### src/rtl/pxg_pkg.sv
package pxg_pkg;

  localparam int CALC_W  = 20;
  localparam int SIZE_W  = 17;
  localparam int LINE_W  = 9;
  localparam int COORD_W = 8;
  localparam int TIDX_W  = COORD_W - 3;

  typedef logic [CALC_W-1:0] calc_t;

  // log2 of the bytes held by one 8x8 tile
  function automatic logic [2:0] tile_log2(input logic [1:0] mode);
    logic [2:0] s;
    case (mode)
      2'd0:    s = 3'd4;
      2'd1:    s = 3'd5;
      default: s = 3'd6;
    endcase
    return s;
  endfunction

  function automatic logic [LINE_W-1:0] lines_of(input logic [1:0] sel);
    logic [LINE_W-1:0] n;
    case (sel)
      2'd0:    n = 9'd128;
      2'd1:    n = 9'd160;
      2'd2:    n = 9'd192;
      default: n = 9'd256;
    endcase
    return n;
  endfunction

  // frame size in bytes, taken from the selected (not forced) height
  function automatic logic [SIZE_W-1:0] frame_bytes(input logic [1:0] sel,
                                                    input logic [1:0] mode);
    calc_t per;
    calc_t t;
    case (mode)
      2'd0:    per = calc_t'(16);
      2'd3:    per = calc_t'(64);
      default: per = calc_t'(32);
    endcase
    if (sel == 2'd3) t = calc_t'(32768);
    else             t = (calc_t'(lines_of(sel)) << 2) * per;
    return t[SIZE_W-1:0];
  endfunction

  // offset of tile column c from the frame base
  function automatic calc_t column_term(input logic [TIDX_W-1:0] c,
                                        input logic [1:0] sel,
                                        input logic [1:0] mode);
    calc_t sh;
    calc_t v;
    sh = calc_t'(tile_log2(mode));
    if (sel == 2'd3)
      v = (calc_t'(c & 5'h10) << (sh + calc_t'(4))) + (calc_t'(c & 5'h0f) << sh);
    else
      v = (calc_t'(c) * calc_t'(lines_of(sel) >> 3)) << sh;
    return v;
  endfunction

  // offset of tile row r inside its column
  function automatic calc_t rowtile_term(input logic [TIDX_W-1:0] r,
                                         input logic [1:0] sel,
                                         input logic [1:0] mode);
    calc_t sh;
    calc_t v;
    sh = calc_t'(tile_log2(mode));
    if (sel == 2'd3)
      v = (calc_t'(r & 5'h10) << (sh + calc_t'(5))) +
          (calc_t'(r & 5'h0f) << (sh + calc_t'(4)));
    else
      v = calc_t'(r) << sh;
    return v;
  endfunction

endpackage

### src/rtl/pxg_geometry.sv
module pxg_geometry
  import pxg_pkg::*;
(
  input  logic              hsel_lo,
  input  logic              hsel_hi,
  input  logic              obj_mode,
  input  logic [1:0]        color_mode,
  output logic [1:0]        sel_idx,
  output logic [1:0]        eff_idx,
  output logic [LINE_W-1:0] eff_lines,
  output logic [SIZE_W-1:0] size_bytes
);

  assign sel_idx    = {hsel_hi, hsel_lo};
  assign eff_idx    = obj_mode ? 2'd3 : sel_idx;
  assign eff_lines  = lines_of(eff_idx);
  assign size_bytes = frame_bytes(sel_idx, color_mode);

endmodule

### src/rtl/pxg_base_clamp.sv
module pxg_base_clamp
  import pxg_pkg::*;
#(
  parameter int RAM_BANKS = 4
) (
  input  logic [7:0]        scr_base,
  input  logic [SIZE_W-1:0] size_bytes,
  output calc_t             base_addr,
  output logic              clamp_hit
);

  localparam calc_t RAM_BYTES = calc_t'(RAM_BANKS) << 16;

  calc_t base_raw;
  calc_t frame_end;

  assign base_raw  = calc_t'({scr_base, 10'b0});
  assign frame_end = base_raw + calc_t'(size_bytes);
  assign clamp_hit = frame_end > RAM_BYTES;
  assign base_addr = clamp_hit ? (RAM_BYTES - calc_t'(size_bytes)) : base_raw;

endmodule

### src/rtl/pxg_offset.sv
module pxg_offset
  import pxg_pkg::*;
(
  input  logic [COORD_W-1:0] pix_x,
  input  logic [COORD_W-1:0] pix_y,
  input  logic [1:0]         eff_idx,
  input  logic [1:0]         color_mode,
  output calc_t              col_off,
  output calc_t              row_off,
  output calc_t              fine_off
);

  logic [TIDX_W-1:0] tile_col;
  logic [TIDX_W-1:0] tile_row;

  assign tile_col = pix_x[COORD_W-1:3];
  assign tile_row = pix_y[COORD_W-1:3];

  assign col_off  = column_term(tile_col, eff_idx, color_mode);
  assign row_off  = rowtile_term(tile_row, eff_idx, color_mode);
  assign fine_off = calc_t'({pix_y[2:0], 1'b0});

endmodule

### src/rtl/pixel_addr_gen.sv
module pixel_addr_gen
  import pxg_pkg::*;
#(
  parameter  int RAM_BANKS = 4,
  localparam int ADDR_W    = 16 + $clog2(RAM_BANKS)
) (
  input  logic              clk,
  input  logic              rst_n,
  input  logic [7:0]        pix_x,
  input  logic [7:0]        pix_y,
  input  logic [7:0]        scr_base,
  input  logic [1:0]        color_mode,
  input  logic              hsel_lo,
  input  logic              hsel_hi,
  input  logic              obj_mode,
  output logic [ADDR_W-1:0] tile_addr,
  output logic [16:0]       col_offset,
  output logic [8:0]        eff_height,
  output logic [16:0]       screen_size,
  output logic [ADDR_W-1:0] frame_base
);

  generate
    if (RAM_BANKS < 1 || RAM_BANKS > 4) begin : g_bank_range
      $error("pixel_addr_gen: RAM_BANKS must lie in 1..4");
    end
  endgenerate

  logic [1:0]        sel_idx;
  logic [1:0]        eff_idx;
  logic [LINE_W-1:0] eff_lines;
  logic [SIZE_W-1:0] size_bytes;
  calc_t             base_addr;
  logic              clamp_hit;
  calc_t             col_off;
  calc_t             row_off;
  calc_t             fine_off;
  calc_t             addr_sum;
  logic              unused_hi_bits;

  pxg_geometry u_geom (
    .hsel_lo    (hsel_lo),
    .hsel_hi    (hsel_hi),
    .obj_mode   (obj_mode),
    .color_mode (color_mode),
    .sel_idx    (sel_idx),
    .eff_idx    (eff_idx),
    .eff_lines  (eff_lines),
    .size_bytes (size_bytes)
  );

  pxg_base_clamp #(.RAM_BANKS(RAM_BANKS)) u_clamp (
    .scr_base   (scr_base),
    .size_bytes (size_bytes),
    .base_addr  (base_addr),
    .clamp_hit  (clamp_hit)
  );

  pxg_offset u_offs (
    .pix_x      (pix_x),
    .pix_y      (pix_y),
    .eff_idx    (eff_idx),
    .color_mode (color_mode),
    .col_off    (col_off),
    .row_off    (row_off),
    .fine_off   (fine_off)
  );

  assign addr_sum = base_addr + col_off + row_off + fine_off;

  assign unused_hi_bits = ^{sel_idx, addr_sum[CALC_W-1:ADDR_W],
                            base_addr[CALC_W-1:ADDR_W], col_off[CALC_W-1:SIZE_W]};

  always_ff @(posedge clk or negedge rst_n) begin
    if (!rst_n) begin
      tile_addr   <= '0;
      col_offset  <= '0;
      eff_height  <= '0;
      screen_size <= '0;
      frame_base  <= '0;
    end else begin
      tile_addr   <= addr_sum[ADDR_W-1:0];
      col_offset  <= col_off[SIZE_W-1:0];
      eff_height  <= eff_lines;
      screen_size <= size_bytes;
      frame_base  <= base_addr[ADDR_W-1:0];
    end
  end

endmodule

### config.mk
export PLATFORM = sky130hd
export DESIGN_NAME = pixel_addr_gen
export DESIGN_NICKNAME = d
export VERILOG_FILES = /design/src/rtl/pxg_pkg.sv /design/src/rtl/pxg_geometry.sv /design/src/rtl/pxg_base_clamp.sv /design/src/rtl/pxg_offset.sv /design/src/rtl/pixel_addr_gen.sv
export SDC_FILE = /design/constraint.sdc
export NUM_CORES = 1
export LEC_CHECK = 0
export BUFFER_PORTS_ARGS = -buffer_cell sky130_fd_sc_hd__buf_4
export CORE_MARGIN = 2
export CORE_UTILIZATION = 45
export CTS_CLUSTER_DIAMETER = 40
export DETAILED_ROUTE_END_ITERATION = 8
export GPL_TIMING_DRIVEN = 0
export PLACE_DENSITY = 0.69
export SYNTH_ARGS = -nofsm -noshare
export SYNTH_HDL_FRONTEND = slang
export SYNTH_SLANG_ARGS = --single-unit
### constraint.sdc
create_clock -name clk -period 0.8 [get_ports clk]
set_clock_uncertainty 0.2 [all_clocks]
set_input_delay 0.16 -clock clk [delete_from_list [all_inputs] [get_ports clk]]
set_output_delay 0.16 -clock clk [all_outputs]
set_load 0.1 [all_outputs]
==> impl_metrics.json, run 1 <==
{
  "grt_first_pass_wirelength_um": 21500,
  "synth_cells": 462,
  "seq_area_frac_synth_pct": 27.1,
  "power_uw": 17800,
  "totalWireLength_um": 16400,
  "tightestPinTransition_ns": 0.710,
  "synth_edf_count": 0,
  "fin_cells": 789,
  "cp-start-kind": "input pin",
  "slowest_delay_ns": 0.60,
  "coreArea_um2": 9640,
  "cts_root_buf": "clkbuf_8",
  "drive_gt1_share_pct": 65.5,
  "layout_setup_ws_ns": -4.93,
  "portBuffers": 75,
  "fmax_mhz": 174,
  "io_pins": 110,
  "dpl_cell_area_um2": 6020,
  "fin_crit_sh_pct": 716,
  "drtPass1Iterations": 6,
  "hold-worst-slack_ns": -0.339,
  "drtAntennaViolNets": 0,
  "grt_pass1_vias": 4221,
  "power_density_nw_per_um2": 2140,
  "die_area_um2": 10600,
  "path_class": "in2reg",
  "antenna_found_initial": 0,
  "p_leak_uw": 0.00362,
  "dp_hpwl_um": 8650,
  "ys.flop_type": "dfrtp_1",
  "gp_congestion": 0.856,
  "crit_arrival_ns": 5.75,
  "status": "finished with violations",
  "ys_ff_latch": 48,
  "violations": "hold timing, setup timing",
  "critPathSlowestCell": "fa_1",
  "fin_area_um2": 8290,
  "critical-path-top-delay-family": "adder cells",
  "setup_violations": 89,
  "clock_sinks": 48,
  "die_w_um": 103,
  "synth_area_um2": 4430,
  "rsz0062_at_grt": "yes",
  "avgSynthCellArea_um2": 9.58,
  "cap_viol_max_count": 0,
  "report.final.hold_viol_count": 60,
  "drtIter0Drc": 189,
  "clockBufferDepth": 2,
  "wl_per_cell_um": 20.7,
  "place_ws_ns": -5.43,
  "fin_crit_ns": 5.73,
  "cts_buffers": 5,
  "crit_buf_inv": 6,
  "core.rowCount": 36,
  "critPathRequiredTime_ns": 0.81,
  "start_util_pct": 45.9,
  "grt_use_total_pct": 26.2,
  "synth_cell_type_count": 58,
  "worstPathCellList": "buf_12, nor2b_4, nor2b_1, buf_4, and2_4, ha_4, ha_4, fa_1, inv_2, fa_2, xor2_2, mux2i_1, nand2b_1, a32o_2, inv_2, fa_1, inv_2, ha_4, ha_4, inv_1, o21bai_1, a2111oi_4, or3_4, o311ai_4",
  "cts_tree": "done",
  "area_growth_pct": 87.2,
  "drc": 0,
  "drv_slew": 0,
  "clk_pin_slew_ns": 0.10,
  "nets": 771,
  "hold_path.class": "in2async",
  "gr-total-overflow": 0,
  "grt_start_max_net_pins": 49,
  "antennaDiodeCount": 0,
  "vdd_drop_max_mv": 2.70,
  "ys_warn_count": 0,
  "die-height_um": 103,
  "htree_levels": 2,
  "synthArstFlopShare_pct": 100,
  "cp-end-kind": "flip-flop",
  "via_per_inst": 5.50,
  "post-place-cells": 701,
  "vias": 4340,
  "relSlewSlack_pct": 52.3,
  "crit_fanout": 7,
  "crit_top_cell": "ha_4"
}
==> logic make-up after synthesis <==
| group | count (synthesis) | share of synthesized area [%] |
|---|---|---|
| AND/OR/NAND/NOR | 139 | 15.9 |
| adder cells (fa/ha/maj) | 85 | 27.1 |
| AO/OA/AOI/OAI | 79 | 12.2 |
| buffers and inverters | 70 | 8.65 |
| flip-flops | 48 | 27.1 |
| XOR/XNOR | 21 | 4.46 |
| multiplexers | 19 | 4.55 |
| other | 1 | 0.0847 |
==> layout make-up <==
| cell class | instances | area, um^2 |
|---|---|---|
| clock inverters | 2 | 15.0 |
| inverters | 28 | 139 |
| multi-input cells | 375 | 4230 |
| well taps | 133 | 166 |
| clock buffers | 6 | 82.6 |
| flip-flops and latches | 48 | 1380 |
| plain buffers | 42 | 417 |
| fillers | 450 | 1350 |
| repair buffers | 155 | 1860 |
==> where the power goes <==
group	switching [uW]	internal [uW]	total (uW)
logic	7440	5160	12600
registers	376	3110	3490
clock network	953	703	1660
==> per-stage QoR <==
step           util [%]  TNS [ns]
6_report           86.0   -129.08
5_1_grt            86.0   -133.65
4_1_cts            79.5   -124.70
3_5_place_dp       62.4   -135.60
3_3_place_gp       62.4   -132.64
2_1_floorplan         -   -108.73
==> routing by layer <==
layer  up-vias  part of all wire (%)  wire (um)  track usage [%]
met5         -                     0          0                0
met4         0                   5.0        825             7.39
met3        74                   5.1        827             2.76
met2       225                    53       8630             48.4
met1      2122                    37       6080             32.3
li1       1919                     -          -                -
==> Yosys cell counts, types with 3 or more instances <==
library cell,count,share of area [%]
a211oi_1,5,0.85
a21o_1,5,0.85
a21oi_1,26,2.9
a31oi_1,3,0.42
and2_1,16,2.3
and3_1,7,0.99
buf_2,3,0.34
buf_4,31,5.3
clkbuf_1,8,0.68
dfrtp_1,48,27
fa_1,18,8.1
ha_1,67,19
inv_1,26,2.2
mux2_2,9,2.3
mux2i_1,10,2.3
nand2_1,41,3.5
nand2b_1,6,0.85
nand3_1,4,0.45
nor2_1,33,2.8
nor2b_1,12,1.7
nor3_1,6,0.68
o21ai_0,11,1.2
o22ai_1,4,0.57
xnor2_1,12,2.4
xor2_1,8,1.6
==> worst paths after layout <==
| check | startpoint | end | slack (ns) | cells past startpoint |
|---|---|---|---|---|
| setup / recovery | hsel_lo | tile_addr[16]$_DFF_PN0_ | -4.93 | 24 |
| hold / removal | rst_n | screen_size[12]$_DFF_PN0_ | -0.34 | 1 |
| max in group asynchronous | rst_n | col_offset[5]$_DFF_PN0_ | 0.23 | 1 |
| min in group clk | pix_y[0] | tile_addr[1]$_DFF_PN0_ | -0.25 | 1 |
==> layout by cell type, fill, tap and decap left out, drive strengths merged, types with 7 or more instances in the layout <==
cell type	instances
clkbuf	11
nor2b	12
nand2	42
and2	16
ha	67
nor2	33
o21ai	12
mux2	9
conb	32
nor3	8
inv	25
buf	192
dfrtp	48
xor2	8
and3	7
xnor2	12
a21oi	28
mux2i	10
fa	18
==> what timing repair did <==
item | in CTS | in global routing
gates cloned | 1 | 0
resized for setup | 247 | 85
buffers inserted | 47 | 33
hold endpoints to repair | 61 | 60
endpoints found under the setup margin | 91 | 89
pin swaps | 46 | 61
==> state kept, by name, indices dropped and copies added (netlist names) <==
signal and count:
tile_addr 17, col_offset 13, frame_base 8, screen_size 6, eff_height 4
(Power assumes the default switching activity.)
==> inputs of run 2 (changes only) <==
==> constraint.sdc (replaced) <==
create_clock -name clk -period 0.8 [get_ports clk]
set_clock_uncertainty 0.2 [all_clocks]
set_input_delay 0 -clock clk [delete_from_list [all_inputs] [get_ports clk]]
set_output_delay 0 -clock clk [all_outputs]
set_load 0.1 [all_outputs]
==> run 2 against run 1 <==
  * Sequential cell count did not move
  * Wire length fell by 22%
  * Die area did not move
  * The flow still finishes with violations (hold timing, setup timing)
  * Maximum frequency rose by 5.6%
  * Largest power group unchanged
  * Via count fell by 8.9%
  * Largest cell class unchanged
==> impl_metrics.json, run 2 (same netlist as run 1, synthesis figures left out) <==
{
  "status": "finished with violations",
  "violations": "hold timing, setup timing",
  "coreArea_um2": 9640,
  "wl_per_cell_um": 16.8,
  "hold-worst-slack_ns": -0.498,
  "totalWireLength_um": 12800,
  "top_register": "tile_addr",
  "final_cell_mix": "buf_4, buf_12, dfrtp_4",
  "drive_gt1_share_pct": 59.0,
  "fin_setup_tns_ns": -111.21,
  "critPathRequiredTime_ns": 0.81,
  "power_frac_seq_pct": 21.2,
  "relSlewSlack_pct": 52.5,
  "crit_arrival_ns": 5.44,
  "layout_setup_ws_ns": -4.63,
  "grt_start_max_net_pins": 49,
  "power_density_nw_per_um2": 2130,
  "path_class": "in2reg",
  "dpl_cell_area_um2": 6000,
  "power_uw": 16400,
  "grt_use_total_pct": 23.2,
  "area_growth_pct": 74.0,
  "p_switching_uw": 8010,
  "drv_slew": 0,
  "grt_first_pass_wirelength_um": 19100,
  "vias": 3953,
  "p_sw_share_pct": 48.7,
  "portBuffers": 75,
  "rsz0062_at_grt": "yes",
  "cts_buffers": 5,
  "die_w_um": 103,
  "core.rowCount": 36,
  "finalCoreUtilization_pct": 79.9,
  "largest_reg_flops": 17,
  "final_common_cell": "buf_4",
  "antennaDiodeCount": 0,
  "hold_path.class": "in2async",
  "htree_levels": 2,
  "crit_fanout": 5,
  "internal-power_uw": 8420,
  "cts_root_buf": "clkbuf_8",
  "via_per_inst": 5.20,
  "cts_tree": "done",
  "drtAntennaViolNets": 0,
  "die-height_um": 103,
  "fin_crit_ns": 5.43,
  "drc": 0,
  "tightestPinTransition_ns": 0.706,
  "cap_viol_max_count": 0,
  "clock_sinks": 48,
  "report.final.hold_viol_count": 69,
  "vdd_drop_max_mv": 1.86,
  "cp-start-kind": "input pin",
  "fmax_mhz": 184,
  "cp-end-kind": "flip-flop",
  "nets": 742,
  "die_area_um2": 10600,
  "gr-total-overflow": 0,
  "drtIter0Drc": 182,
  "clockBufferDepth": 2,
  "drtPass1Iterations": 4,
  "ctsHoldBuffers": 3,
  "reg_top3": "tile_addr (17), col_offset (13), frame_base (8)",
  "gp_congestion": 0.853,
  "dp_hpwl_um": 8490,
  "fin_area_um2": 7700,
  "clockPowerShare_pct": 9.5,
  "power_frac_comb_pct": 69.4,
  "clk_pin_slew_ns": 0.09,
  "fin_crit_sh_pct": 678,
  "setup_violations": 88,
  "p_leak_uw": 0.00342,
  "grt_pass1_vias": 3984,
  "io_pins": 110,
  "start_util_pct": 45.9,
  "antenna_found_initial": 0
}
[run 2: cell types whose count changed in the layout (fill, tap and decap cells not counted), sizes merged]
cell and delta:
buf -34, dlygate4sd3 +3, clkbuf +2
[run 2: layout make-up]
cell class                 count  area, um^2
buffer                        42         379
fill                         566        1930
clock inverter                 2        15.0
tap                          133         166
sequential                    48        1380
inverter                      28         124
clock buffer                   6        82.6
multi-input combinational    375        3990
timing repair buffer         126        1570
[run 2: power by group through the flow]
| stage | Clock [uW] | Sequential [uW] | Combinational [uW] |
|---|---|---|---|
| after global placement | 0 | 3260 | 8650 |
| after floorplan | 0 | 6400 | 4050 |
| after global routing | 1670 | 3520 | 12000 |
| final | 1560 | 3480 | 11400 |
| after detailed placement | 0 | 3270 | 8690 |
| after CTS | 1570 | 3460 | 10500 |
[run 2: path summary, 6_finish.rpt]
path / start / end / slack [ns] / depth (start not counted)
setup / recovery: color_mode[1] / tile_addr[16]$_DFF_PN0_ / -4.63 / 25
hold / removal: rst_n / screen_size[12]$_DFF_PN0_ / -0.50 / 1
max in group asynchronous: rst_n / col_offset[7]$_DFF_PN0_ / 0.42 / 1
min in group clk: obj_mode / eff_height[6]$_DFF_PN0_ / -0.29 / 2
[run 2: critical path, stage by stage]
cell        delay (ns)
buf_8             0.08
clkinvlp_4        0.09
ha_4              0.26
and2_4            0.14
fa_2              0.55
ha_4              0.21
ha_4              0.16
ha_4              0.15
xor2_1            0.16
xnor2_1           0.13
a21oi_2           0.22
ha_4              0.25
nor2b_4           0.12
o31a_1            0.24
nor3_2            0.15
nand3_2           0.15
nand3_4           0.16
mux2_4            0.34
fa_1              0.54
ha_4              0.22
ha_4              0.26
buf_4             0.16
a2111oi_4         0.09
or3_4             0.36
o311ai_2          0.26
[run 2: metal layers]
| layer | vias to the layer above | share of wire [%] | track usage (%) |
|---|---|---|---|
| li1 | 1862 | - | - |
| met1 | 1908 | 41 | 28.7 |
| met2 | 153 | 51 | 41.5 |
| met3 | 30 | 4.9 | 3.63 |
| met4 | 0 | 2.6 | 7.49 |
| met5 | - | 0 | 0 |
[run 2: repair_timing]
item | 4_1_cts | 5_1_grt
endpoints found under the hold margin | 75 | 68
gates cloned | 0 | 1
gates resized for setup | 218 | 43
endpoints found under the setup margin | 88 | 88
setup buffers | 26 | 22
pin swaps | 35 | 25
[run 2: per-stage QoR]
step / hold WS, ns / setup slack, ns / std cells
2_1_floorplan: -0.496 / -4.65 / 493
3_3_place_gp: -0.160 / -5.20 / 701
3_5_place_dp: -0.150 / -5.26 / 701
4_1_cts: -0.488 / -4.63 / 738
5_1_grt: -0.443 / -4.84 / 760
6_report: -0.498 / -4.63 / 760
